### src/rtl/dtu_pkg.sv
`timescale 1ns/1ps
package dtu_pkg;
    localparam int NUM_CH = 2;
    localparam int SRC_W  = 3;

    typedef enum logic [1:0] {
        OP_LOAD    = 2'd0,
        OP_HOLD    = 2'd1,
        OP_RUN     = 2'd2,
        OP_ILLEGAL = 2'd3
    } op_e;

    typedef enum logic {
        CH_HALT = 1'b0,
        CH_RUN  = 1'b1
    } ch_state_e;

    typedef struct packed {
        logic [SRC_W-1:0] src;
        op_e              op;
    } ctrl_t;

    localparam int CTRL_W = $bits(ctrl_t);

    localparam logic [1:0] ACC_WORD = 2'd2;

    localparam int OFS_TIME = 'h38;
    localparam int OFS_MASK = 'h48;
    localparam int OFS_ACK  = 'h4C;
    localparam int OFS_STAT = 'h50;

    function automatic int reload_ofs(int ch);
        return (ch == 0) ? 'h00 : 'h10;
    endfunction

    function automatic int ctrl_ofs(int ch);
        return (ch == 0) ? 'h04 : 'h18;
    endfunction

    function automatic int count_ofs(int ch);
        return (ch == 0) ? 'h08 : 'h14;
    endfunction
endpackage

### src/rtl/dtu_prescale.sv
`timescale 1ns/1ps
module dtu_prescale
    import dtu_pkg::*;
#(
    parameter int PS_W       = 8,
    parameter int TICK_SCALE = 1
) (
    input  logic             clk,
    input  logic             rst_n,
    input  logic             restart,
    input  logic             enable,
    input  logic [SRC_W-1:0] src,
    output logic             tick
);
    logic [PS_W-1:0] div_cnt;
    logic [PS_W-1:0] limit;

    // divide ratio falls as the source code rises; code 7 is the fastest
    always_comb begin
        limit = PS_W'((8 - int'(src)) * TICK_SCALE - 1);
    end

    always_comb begin
        tick = enable && !restart && (div_cnt == limit);
    end

    always_ff @(posedge clk) begin
        if (!rst_n) begin
            div_cnt <= '0;
        end else if (restart || !enable) begin
            div_cnt <= '0;
        end else if (div_cnt == limit) begin
            div_cnt <= '0;
        end else begin
            div_cnt <= div_cnt + 1'b1;
        end
    end
endmodule

### src/rtl/dtu_chan.sv
`timescale 1ns/1ps
module dtu_chan
    import dtu_pkg::*;
#(
    parameter int CNT_W = 32
) (
    input  logic             clk,
    input  logic             rst_n,
    input  logic             ctrl_we,
    input  op_e              op_in,
    input  logic [CNT_W-1:0] reload,
    input  logic             tick,
    output logic [CNT_W-1:0] count,
    output logic             running,
    output logic             tc
);
    ch_state_e        state_q;
    ch_state_e        state_nx;
    logic [CNT_W-1:0] count_q;

    // state register
    always_ff @(posedge clk) begin
        if (!rst_n) begin
            state_q <= CH_HALT;
        end else begin
            state_q <= state_nx;
        end
    end

    // transitions: load and hold halt, run starts, illegal keeps state
    always_comb begin
        state_nx = state_q;
        if (ctrl_we) begin
            unique case (op_in)
                OP_LOAD:    state_nx = CH_HALT;
                OP_HOLD:    state_nx = CH_HALT;
                OP_RUN:     state_nx = CH_RUN;
                OP_ILLEGAL: state_nx = state_q;
            endcase
        end
    end

    always_ff @(posedge clk) begin
        if (!rst_n) begin
            count_q <= '0;
        end else if (ctrl_we && op_in == OP_LOAD) begin
            count_q <= reload;
        end else if (state_q == CH_RUN && tick) begin
            count_q <= (count_q == '0) ? reload : count_q - 1'b1;
        end
    end

    // outputs
    always_comb begin
        running = (state_q == CH_RUN);
        tc      = (state_q == CH_RUN) && tick && (count_q == '0);
        count   = count_q;
    end
endmodule

### src/rtl/dtu_intc.sv
`timescale 1ns/1ps
module dtu_intc #(
    parameter int NCH = 2
) (
    input  logic           clk,
    input  logic           rst_n,
    input  logic [NCH-1:0] tc,
    input  logic           mask_we,
    input  logic           ack_we,
    input  logic [NCH-1:0] wbits,
    output logic [NCH-1:0] status,
    output logic [NCH-1:0] mask,
    output logic           irq
);
    logic [NCH-1:0] status_q;
    logic [NCH-1:0] mask_q;
    logic [NCH-1:0] clr;

    always_comb begin
        clr = ack_we ? wbits : '0;
    end

    always_ff @(posedge clk) begin
        if (!rst_n) begin
            status_q <= '0;
            mask_q   <= '0;
        end else begin
            // a terminal count beats an acknowledge in the same cycle
            status_q <= (status_q & ~clr) | tc;
            if (mask_we) begin
                mask_q <= wbits;
            end
        end
    end

    always_comb begin
        status = status_q;
        mask   = mask_q;
        irq    = |(status_q & mask_q);
    end
endmodule

### src/rtl/dual_timer_unit.sv
`timescale 1ns/1ps
module dual_timer_unit
    import dtu_pkg::*;
#(
    parameter int CNT_W      = 32,
    parameter int TIME_W     = 32,
    parameter int PS_W       = 8,
    parameter int TICK_SCALE = 1,
    parameter int ADDR_W     = 7,
    parameter int DATA_W     = 32
) (
    input  logic              clk,
    input  logic              rst_n,
    input  logic              bus_wr,
    input  logic              bus_rd,
    input  logic [1:0]        bus_size,
    input  logic [ADDR_W-1:0] bus_addr,
    input  logic [DATA_W-1:0] bus_wdata,
    output logic [DATA_W-1:0] bus_rdata,
    output logic              irq
);
    localparam int ADDR_INT = 32;

    logic              word_acc;
    logic              wr_ok;
    logic              rd_ok;
    logic [ADDR_INT-1:0] addr_i;

    logic [CNT_W-1:0]  reload_q [NUM_CH];
    ctrl_t             ctrl_q   [NUM_CH];
    logic [CNT_W-1:0]  cnt_arr  [NUM_CH];
    logic [NUM_CH-1:0] ctrl_we;
    logic [NUM_CH-1:0] tick_vec;
    logic [NUM_CH-1:0] run_vec;
    logic [NUM_CH-1:0] tc_vec;
    logic [NUM_CH-1:0] status_q;
    logic [NUM_CH-1:0] mask_q;
    logic              mask_we;
    logic              ack_we;
    logic [TIME_W-1:0] time_q;
    ctrl_t             wctrl;

    always_comb begin
        word_acc = (bus_size == ACC_WORD);
        wr_ok    = bus_wr && word_acc;
        rd_ok    = bus_rd && word_acc;
        addr_i   = ADDR_INT'(bus_addr);
        wctrl    = ctrl_t'(bus_wdata[CTRL_W-1:0]);
        mask_we  = wr_ok && (addr_i == OFS_MASK);
        ack_we   = wr_ok && (addr_i == OFS_ACK);
    end

    // control writes with the illegal operation code are dropped
    always_comb begin
        for (int c = 0; c < NUM_CH; c++) begin
            ctrl_we[c] = wr_ok && (addr_i == ctrl_ofs(c)) &&
                         (wctrl.op != OP_ILLEGAL);
        end
    end

    always_ff @(posedge clk) begin
        if (!rst_n) begin
            for (int c = 0; c < NUM_CH; c++) begin
                reload_q[c] <= '0;
                ctrl_q[c]   <= '0;
            end
        end else begin
            for (int c = 0; c < NUM_CH; c++) begin
                if (wr_ok && addr_i == reload_ofs(c)) begin
                    reload_q[c] <= bus_wdata[CNT_W-1:0];
                end
                if (ctrl_we[c]) begin
                    ctrl_q[c] <= wctrl;
                end
            end
        end
    end

    generate
        for (genvar ch = 0; ch < NUM_CH; ch++) begin : g_ch
            dtu_prescale #(
                .PS_W       (PS_W),
                .TICK_SCALE (TICK_SCALE)
            ) u_ps (
                .clk     (clk),
                .rst_n   (rst_n),
                .restart (ctrl_we[ch]),
                .enable  (run_vec[ch]),
                .src     (ctrl_q[ch].src),
                .tick    (tick_vec[ch])
            );

            dtu_chan #(
                .CNT_W (CNT_W)
            ) u_chan (
                .clk     (clk),
                .rst_n   (rst_n),
                .ctrl_we (ctrl_we[ch]),
                .op_in   (wctrl.op),
                .reload  (reload_q[ch]),
                .tick    (tick_vec[ch]),
                .count   (cnt_arr[ch]),
                .running (run_vec[ch]),
                .tc      (tc_vec[ch])
            );
        end
    endgenerate

    dtu_intc #(
        .NCH (NUM_CH)
    ) u_intc (
        .clk     (clk),
        .rst_n   (rst_n),
        .tc      (tc_vec),
        .mask_we (mask_we),
        .ack_we  (ack_we),
        .wbits   (bus_wdata[NUM_CH-1:0]),
        .status  (status_q),
        .mask    (mask_q),
        .irq     (irq)
    );

    always_ff @(posedge clk) begin
        if (!rst_n) begin
            time_q <= '0;
        end else begin
            time_q <= time_q + 1'b1;
        end
    end

    always_comb begin
        bus_rdata = '0;
        if (rd_ok) begin
            for (int c = 0; c < NUM_CH; c++) begin
                if (addr_i == reload_ofs(c)) bus_rdata = DATA_W'(reload_q[c]);
                if (addr_i == ctrl_ofs(c))   bus_rdata = DATA_W'(ctrl_q[c]);
                if (addr_i == count_ofs(c))  bus_rdata = DATA_W'(cnt_arr[c]);
            end
            if (addr_i == OFS_TIME) bus_rdata = DATA_W'(time_q);
            if (addr_i == OFS_MASK) bus_rdata = DATA_W'(mask_q);
            if (addr_i == OFS_STAT) bus_rdata = DATA_W'(status_q);
        end
    end
endmodule

### config.mk
export PLATFORM = sky130hd
export DESIGN_NAME = dual_timer_unit
export DESIGN_NICKNAME = d
export VERILOG_FILES = /design/src/rtl/dtu_pkg.sv /design/src/rtl/dtu_prescale.sv /design/src/rtl/dtu_chan.sv /design/src/rtl/dtu_intc.sv /design/src/rtl/dual_timer_unit.sv
export SDC_FILE = /design/constraint.sdc
export NUM_CORES = 1
export LEC_CHECK = 0
export ABC_AREA = 1
export BUFFER_PORTS_ARGS = -buffer_cell sky130_fd_sc_hd__clkbuf_2
export CORE_UTILIZATION = 60
export DETAILED_ROUTE_END_ITERATION = 10
export HOLD_SLACK_MARGIN = 0.05
export PLACE_DENSITY_LB_ADDON = 0.15
export SLEW_MARGIN = 10
export SYNTH_ARGS = -nofsm -noshare
export SYNTH_HDL_FRONTEND = slang
export SYNTH_SLANG_ARGS = --single-unit
### constraint.sdc
create_clock -name clk -period 7.6 [get_ports clk]
set_clock_uncertainty 0.1 [all_clocks]
set_input_delay 0.76 -clock clk [delete_from_list [all_inputs] [get_ports clk]]
set_output_delay 0.76 -clock clk [all_outputs]
set_load 0.01 [all_outputs]
==> flow_summary.ini, run 1 <==
[status]
outcome = complete, no violations

[timing]
hold_viol = 0
report.final.slew_viol_count = 0
layout_min_cycle_time_ps = 4100
rsz0062_at_grt = no
whs_ps = 381
slew_headroom = 0.372
final-setup-viol-count = 0
worstMarginPinSlew_ps = 934
setup-tns-final_ps = 0
min_period_over_period = 0.539
max_freq_mhz = 244

[power_and_ir_drop]
pwr_density_cell_mw_per_mm2 = 160
vdd_ir_drop_max_uv = 167
p_leak_nw = 5.77

[critical_path]
end_kind = output port
crit_fanout = 22
max_stage_delay_ps = 850
crit_arrival_ps = 3240
required_ps = 6740
worstSetupPathType = in2out
cp_slowest_cell = inv_1
path_cells = clkbuf_2 -> nor2_4 -> nand3_2 -> nor2_1 -> nand3_1 -> inv_1 -> nand2_1 -> nand4_1 -> nor2_1 -> nor2_1 -> clkbuf_2
cp_common_cell = nor2_1
worstSetupStartpointType = input port

[floorplanning]
die_h_um = 143
io_pins = 78
core_sq_mm = 0.0195
std_cell_rows = 51
start_util = 0.613
die_w_um = 143
die_area_sq_mm = 0.0204

[detailed_routing]
drc = 0
drtIter0Drc = 1181
drtAntennaViolNets = 0
drt-total-wl_um = 38400
wire_per_inst_um = 18.6
firstDrtPassIters = 7
vias = 11872
via_per_inst = 5.75

[synth]
ys_ff_latch = 192
ys.warnings.count = 0
synthMuxAreaShare = 0
syn_nets = 1796
synth_top_cell_by_area = dfxtp_1
synthAdderAreaFrac = 0.0126
synth-seq-area-share = 0.384
synthXorXnorAreaFrac = 0.0353
synth_top_area_frac = 0.198
synth_ff_type = dfxtp_1
syn_area_per_cell_sq_um = 6.86
synthCells = 1739
synth_compound_area_frac = 0.124
synth_top_family_by_area = simple AND/OR/NAND/NOR gates
synth_edf_count = 74
yosysUniqueCellTypes = 51
synth-simple-area-share = 0.342
async_flop_share = 0
synthTopCellsByArea = dfxtp_1, edfxtp_1, nand2_1, nor2_1, inv_1
netlist_area_sq_mm = 0.0119

[global_routing]
overflow = 0
grt_pass1_vias = 10521
grt_usage = 0.382
grt_pass1_wl_um = 58100
antenna_found_initial = 0
grt_max_degree = 64

[clock_network]
root_buffer = clkbuf_16
cts_max_path_buffers = 2
post-cts-setup-buffer-count = 0
numCtsBuffers = 17
cts.sinks = 192
cts_resized = 0
ctsHtreeMaxLevel = 4
hold_buffers = 0
clk-insertion-delay-late_ps = 440
cts_tree = done
clkTransAtPathRegs_ps = 70

[flow_run]
maxCapViolCount = 0

[place]
port_buffers = 77
hpwl_um = 28800
place_inst = 2034
gp_congestion = 1.02

[finish]
diodes = 0
fill_cells = 1792
finalNonFillerCells = 2066
multi_input_area_sq_mm = 0.00614
seqCellArea_sq_mm = 0.00458
layout-drive-gt1-share = 0.109
fin_nets = 1845
area_delta_synth_final_pct = 8.69

[min_path]
hp-class = reg2reg
==> cell families after synthesis <==
group	after synthesis
adder cells (fa/ha/maj)	12
flip-flops	192
buffers and inverters	296
AND/OR/NAND/NOR	931
XOR/XNOR	48
AO/OA/AOI/OAI	260
==> synth_stat cells, types with 20 or more instances <==
| cell | number |
|---|---|
| a21oi_1 | 79 |
| a31oi_1 | 20 |
| clkbuf_1 | 27 |
| dfxtp_1 | 118 |
| edfxtp_1 | 74 |
| inv_1 | 222 |
| nand2_1 | 418 |
| nand3_1 | 110 |
| nand4_1 | 35 |
| nor2_1 | 275 |
| nor3_1 | 24 |
| o21ai_0 | 95 |
| o21ai_1 | 22 |
| xor2_1 | 36 |
==> critical path: cells and delay by family <==
family / cells / cell delay (ps)
buf+inv: 3 / 1100
simple gates: 8 / 1350
==> worst paths after layout <==
| check | start | end | slack [ps] | depth (start not counted) |
|---|---|---|---|---|
| hold reg to reg | u_intc.mask[0] | u_intc.mask[0] | 380 | 2 |
| setup / recovery | bus_addr[1] | bus_rdata[0] | 3500 | 11 |
| setup reg to reg | ctrl_q[0][2] | g_ch[0].u_chan.count[1] | 3940 | 16 |
| hold / removal | u_intc.mask[0] | u_intc.mask[0] | 380 | 2 |
==> where the power goes <==
part	internal (W)	switching [W]	total [W]
logic	0.0000365	0.0000837	0.000120
clock network	0.000441	0.000408	0.000849
registers	0.00109	0.0000151	0.00110
total	0.00157	0.000507	0.00207
==> metrics by stage <==
step	setup WS, ps	power [W]	cell area (sq um)	utilization
after floorplan	3220	0.00120	11900	-
after global placement	3640	0.00124	12400	0.638
after detailed placement	3540	0.00124	12400	0.638
after CTS	3540	0.00207	13000	0.666
after global routing	3200	0.00213	13000	0.666
final	3500	0.00207	13000	0.666
==> flip-flops by register name (all words and copies together), names as in the netlist <==
name / cells
g_ch.u_chan.running: 2
u_intc.mask: 2
reload_q: 64
u_intc.status: 2
ctrl_q: 10
time_q: 32
g_ch.u_chan.count: 64
g_ch.u_ps.div_cnt: 16
==> layout by cell type, fill, tap and decap left out, drive strengths merged, types with 2 or more instances in the layout <==
cell     instances
a21boi           2
a21oi           88
a221oi           4
a31oi           20
and2             5
and3             3
buf             10
clkbuf          98
clkinv           6
dfxtp          118
edfxtp          74
ha              12
inv            243
nand2          422
nand3          125
nand3b           2
nand4           37
nor2           286
nor3            26
nor3b            5
nor4             9
o2111ai          3
o211ai           2
o21a             2
o21ai          117
o221a            7
o22ai           12
or2             11
xnor2           12
xor2            36
==> routing by layer <==
metal / wire, um / vias to the layer above / global-route usage
met5: 0 / - / 0
met4: 1610 / 0 / 0.164
met3: 3830 / 97 / 0.0781
met2: 17000 / 649 / 0.596
met1: 16000 / 5389 / 0.513
li1: - / 5737 / -
==> area by class of cell <==
type	instances	share of cell area
multi-input combinational	1251	0.474
sequential	192	0.354
inverter	239	0.0694
clock buffer	21	0.0356
timing repair buffer	87	0.0355
tap	265	0.0256
clock inverter	11	0.00608
No activity file was read; power rests on OpenSTA's default activity.
==> run 2: changes to the inputs <==
--- a/config.mk
+++ b/config.mk
@@ -5,9 +5,9 @@
 export SDC_FILE = /design/constraint.sdc
 export NUM_CORES = 1
 export LEC_CHECK = 0
-export ABC_AREA = 1
+export ABC_AREA = 0
 export BUFFER_PORTS_ARGS = -buffer_cell sky130_fd_sc_hd__clkbuf_2
-export CORE_UTILIZATION = 60
+export CORE_UTILIZATION = 55
 export DETAILED_ROUTE_END_ITERATION = 10
 export HOLD_SLACK_MARGIN = 0.05
 export PLACE_DENSITY_LB_ADDON = 0.15
==> constraint.sdc (replaced) <==
create_clock -name clk -period 3.7 [get_ports clk]
set_clock_uncertainty 0.1 [all_clocks]
set_input_delay 0.37 -clock clk [delete_from_list [all_inputs] [get_ports clk]]
set_output_delay 0.37 -clock clk [all_outputs]
set_load 0.01 [all_outputs]
==> run 2 against run 1 <==
Effect of this change: first-iteration DRC count up 27%; synthesized cell count fell by 31%; worst hold slack lost 260 ps; via count shrank 14%; setup slack worse by 3200 ps; utilization shrank 3.3 points; sequential cell count unchanged; cell count shrank 26%; critical path depth up 1.
==> flow_summary.ini, run 2 <==
[status]
outcome = complete, no violations

[power_and_ir_drop]
pwr_density_cell_mw_per_mm2 = 365
vdd_ir_drop_max_uv = 372
p_leak_nw = 4.35

[global_routing]
antenna_found_initial = 0
top_usage_layer = met1
grt_max_degree = 46
grtUsageMet2 = 0.501
grt_usage = 0.343
grt_pass1_vias = 9257
grt_pass1_wl_um = 52300
use_met1 = 0.502
overflow = 0
grtUsageMet3 = 0.0805

[synth]
ys_ff_latch = 192
synthXorXnorAreaFrac = 0.0394
synth.most_common_cell = nor2_1
yosysUniqueCellTypes = 73
synth-seq-area-share = 0.430
syn_nets = 1252
ys.warnings.count = 0
synth_ff_type = dfxtp_1
synth_top_family_by_area = simple AND/OR/NAND/NOR gates
synth_commonest_cells = nor2_1, dfxtp_1, a21oi_1
netlist_area_sq_mm = 0.0107
synth_edf_count = 74
synth-simple-area-share = 0.233
synthCells = 1195
synth_compound_area_frac = 0.232
synth_top_area_frac = 0.222
synth_top_cell_by_area = dfxtp_1
syn_area_per_cell_sq_um = 8.92
synthMuxAreaShare = 0.0122
synthAdderAreaFrac = 0.0141
synthTopCellsByArea = dfxtp_1, edfxtp_1, a21oi_1, nor2_1, o21ai_0
async_flop_share = 0

[clock_network]
cts.sinks = 192
hold_buffers = 0
cts_resized = 0
post-cts-setup-buffer-count = 0
root_buffer = clkbuf_16
clk-insertion-delay-late_ps = 440
cts_max_path_buffers = 2
ctsHtreeMaxLevel = 4
numCtsBuffers = 17
cts_tree = done
clkTransAtPathRegs_ps = 80

[detailed_routing]
drc = 0
firstDrtPassIters = 8
drtIter0Drc = 1504
via_per_inst = 6.73
wire_per_inst_um = 22.0
drt-total-wl_um = 33600
vias = 10257
drtAntennaViolNets = 0

[critical_path]
crit_arrival_ps = 3690
required_ps = 3990
max_stage_delay_ps = 490
end_kind = flip-flop
worstSetupStartpointType = flip-flop
path_cells = inv_1 -> ha_1 -> xnor2_1 -> nor3_1 -> ha_1 -> xnor2_1 -> a21oi_1 -> o2111a_1 -> and4_1 -> nor2_1 -> nor2_1 -> a32o_1
crit_fanout = 9
worstSetupPathType = reg2reg
cp_slowest_cell = edfxtp_1

[floorplanning]
core_sq_mm = 0.0188
die_w_um = 141
die_h_um = 141
start_util = 0.566
std_cell_rows = 50
io_pins = 78
die_area_sq_mm = 0.0199

[timing]
slew_headroom = 0.301
report.final.slew_viol_count = 0
layout_min_cycle_time_ps = 3410
min_period_over_period = 0.921
max_freq_mhz = 294
worstMarginPinSlew_ps = 1050
setup-tns-final_ps = 0
hold_viol = 0
final-setup-viol-count = 0
whs_ps = 120
rsz0062_at_grt = no

[place]
port_buffers = 77
place_area_sq_mm = 0.0113
hpwl_um = 24300
gp_congestion = 0.965

[finish]
fin_nets = 1307
layout-drive-gt1-share = 0.143
area_delta_synth_final_pct = 11.9
fill_cells = 1661
final_cell_mix = nor2_1, dfxtp_1, a21oi_1
final_cell_area_sq_mm = 0.0119
diodes = 0
final_common_cell = nor2_1
final_util = 0.633

[flow_run]
maxCapViolCount = 0

[min_path]
hp-class = in2reg
run 2: per-stage QoR:
stage          total power (W)  setup WS (ps)  std cells
6_report               0.00436            293       1523
5_1_grt                0.00448           9.69       1523
4_1_cts                0.00435            305       1523
3_5_place_dp           0.00256            313       1491
3_3_place_gp           0.00256            425       1491
2_1_floorplan          0.00246            187       1195
run 2: worst paths after layout:
check | start | to | slack, ps | depth (start not counted)
hold reg to reg | time_q[0] | time_q[0] | 380 | 1
hold / removal | bus_wdata[21] | reload_q[0][21] | 120 | 2
setup reg to reg | ctrl_q[0][2] | g_ch[0].u_chan.count[15] | 290 | 12
setup / recovery | ctrl_q[0][2] | g_ch[0].u_chan.count[15] | 290 | 12
run 2: area by class of cell:
| type | count | area (sq um) | area share |
|---|---|---|---|
| Timing Repair Buffer | 115 | 683 | 0.0573 |
| Clock inverter | 14 | 146 | 0.0123 |
| Multi-Input combinational cell | 905 | 5690 | 0.477 |
| Sequential cell | 192 | 4580 | 0.384 |
| Clock buffer | 18 | 429 | 0.0360 |
| Inverter | 19 | 71.3 | 0.00598 |
| Tap cell | 260 | 325 | 0.0273 |
run 2: power breakdown:
group | switching, W | internal [W]
registers | 0.0000572 | 0.00224
clock network | 0.000932 | 0.000904
logic | 0.000145 | 0.0000843
total | 0.00113 | 0.00322
run 2: per-layer routing:
layer,vias to the layer above,routed length (um)
li1,4687,-
met1,4854,14300
met2,651,14500
met3,65,4080
met4,0,670
met5,-,0
run 2: cell families after synthesis:
family,Yosys count
AO/OA/AOI/OAI,355
XOR/XNOR,48
adder cells (fa/ha/maj),12
buffers and inverters,98
flip-flops,192
multiplexers,13
AND/OR/NAND/NOR,477
run 2: critical path: cells and delay by family, from the launching register on:
family,cells,cell delay (ps)
simple gates,4,1120
fa+ha+maj,2,580
compound gates,3,540
flops,1,490
xor+xnor,2,380
buf+inv,1,120
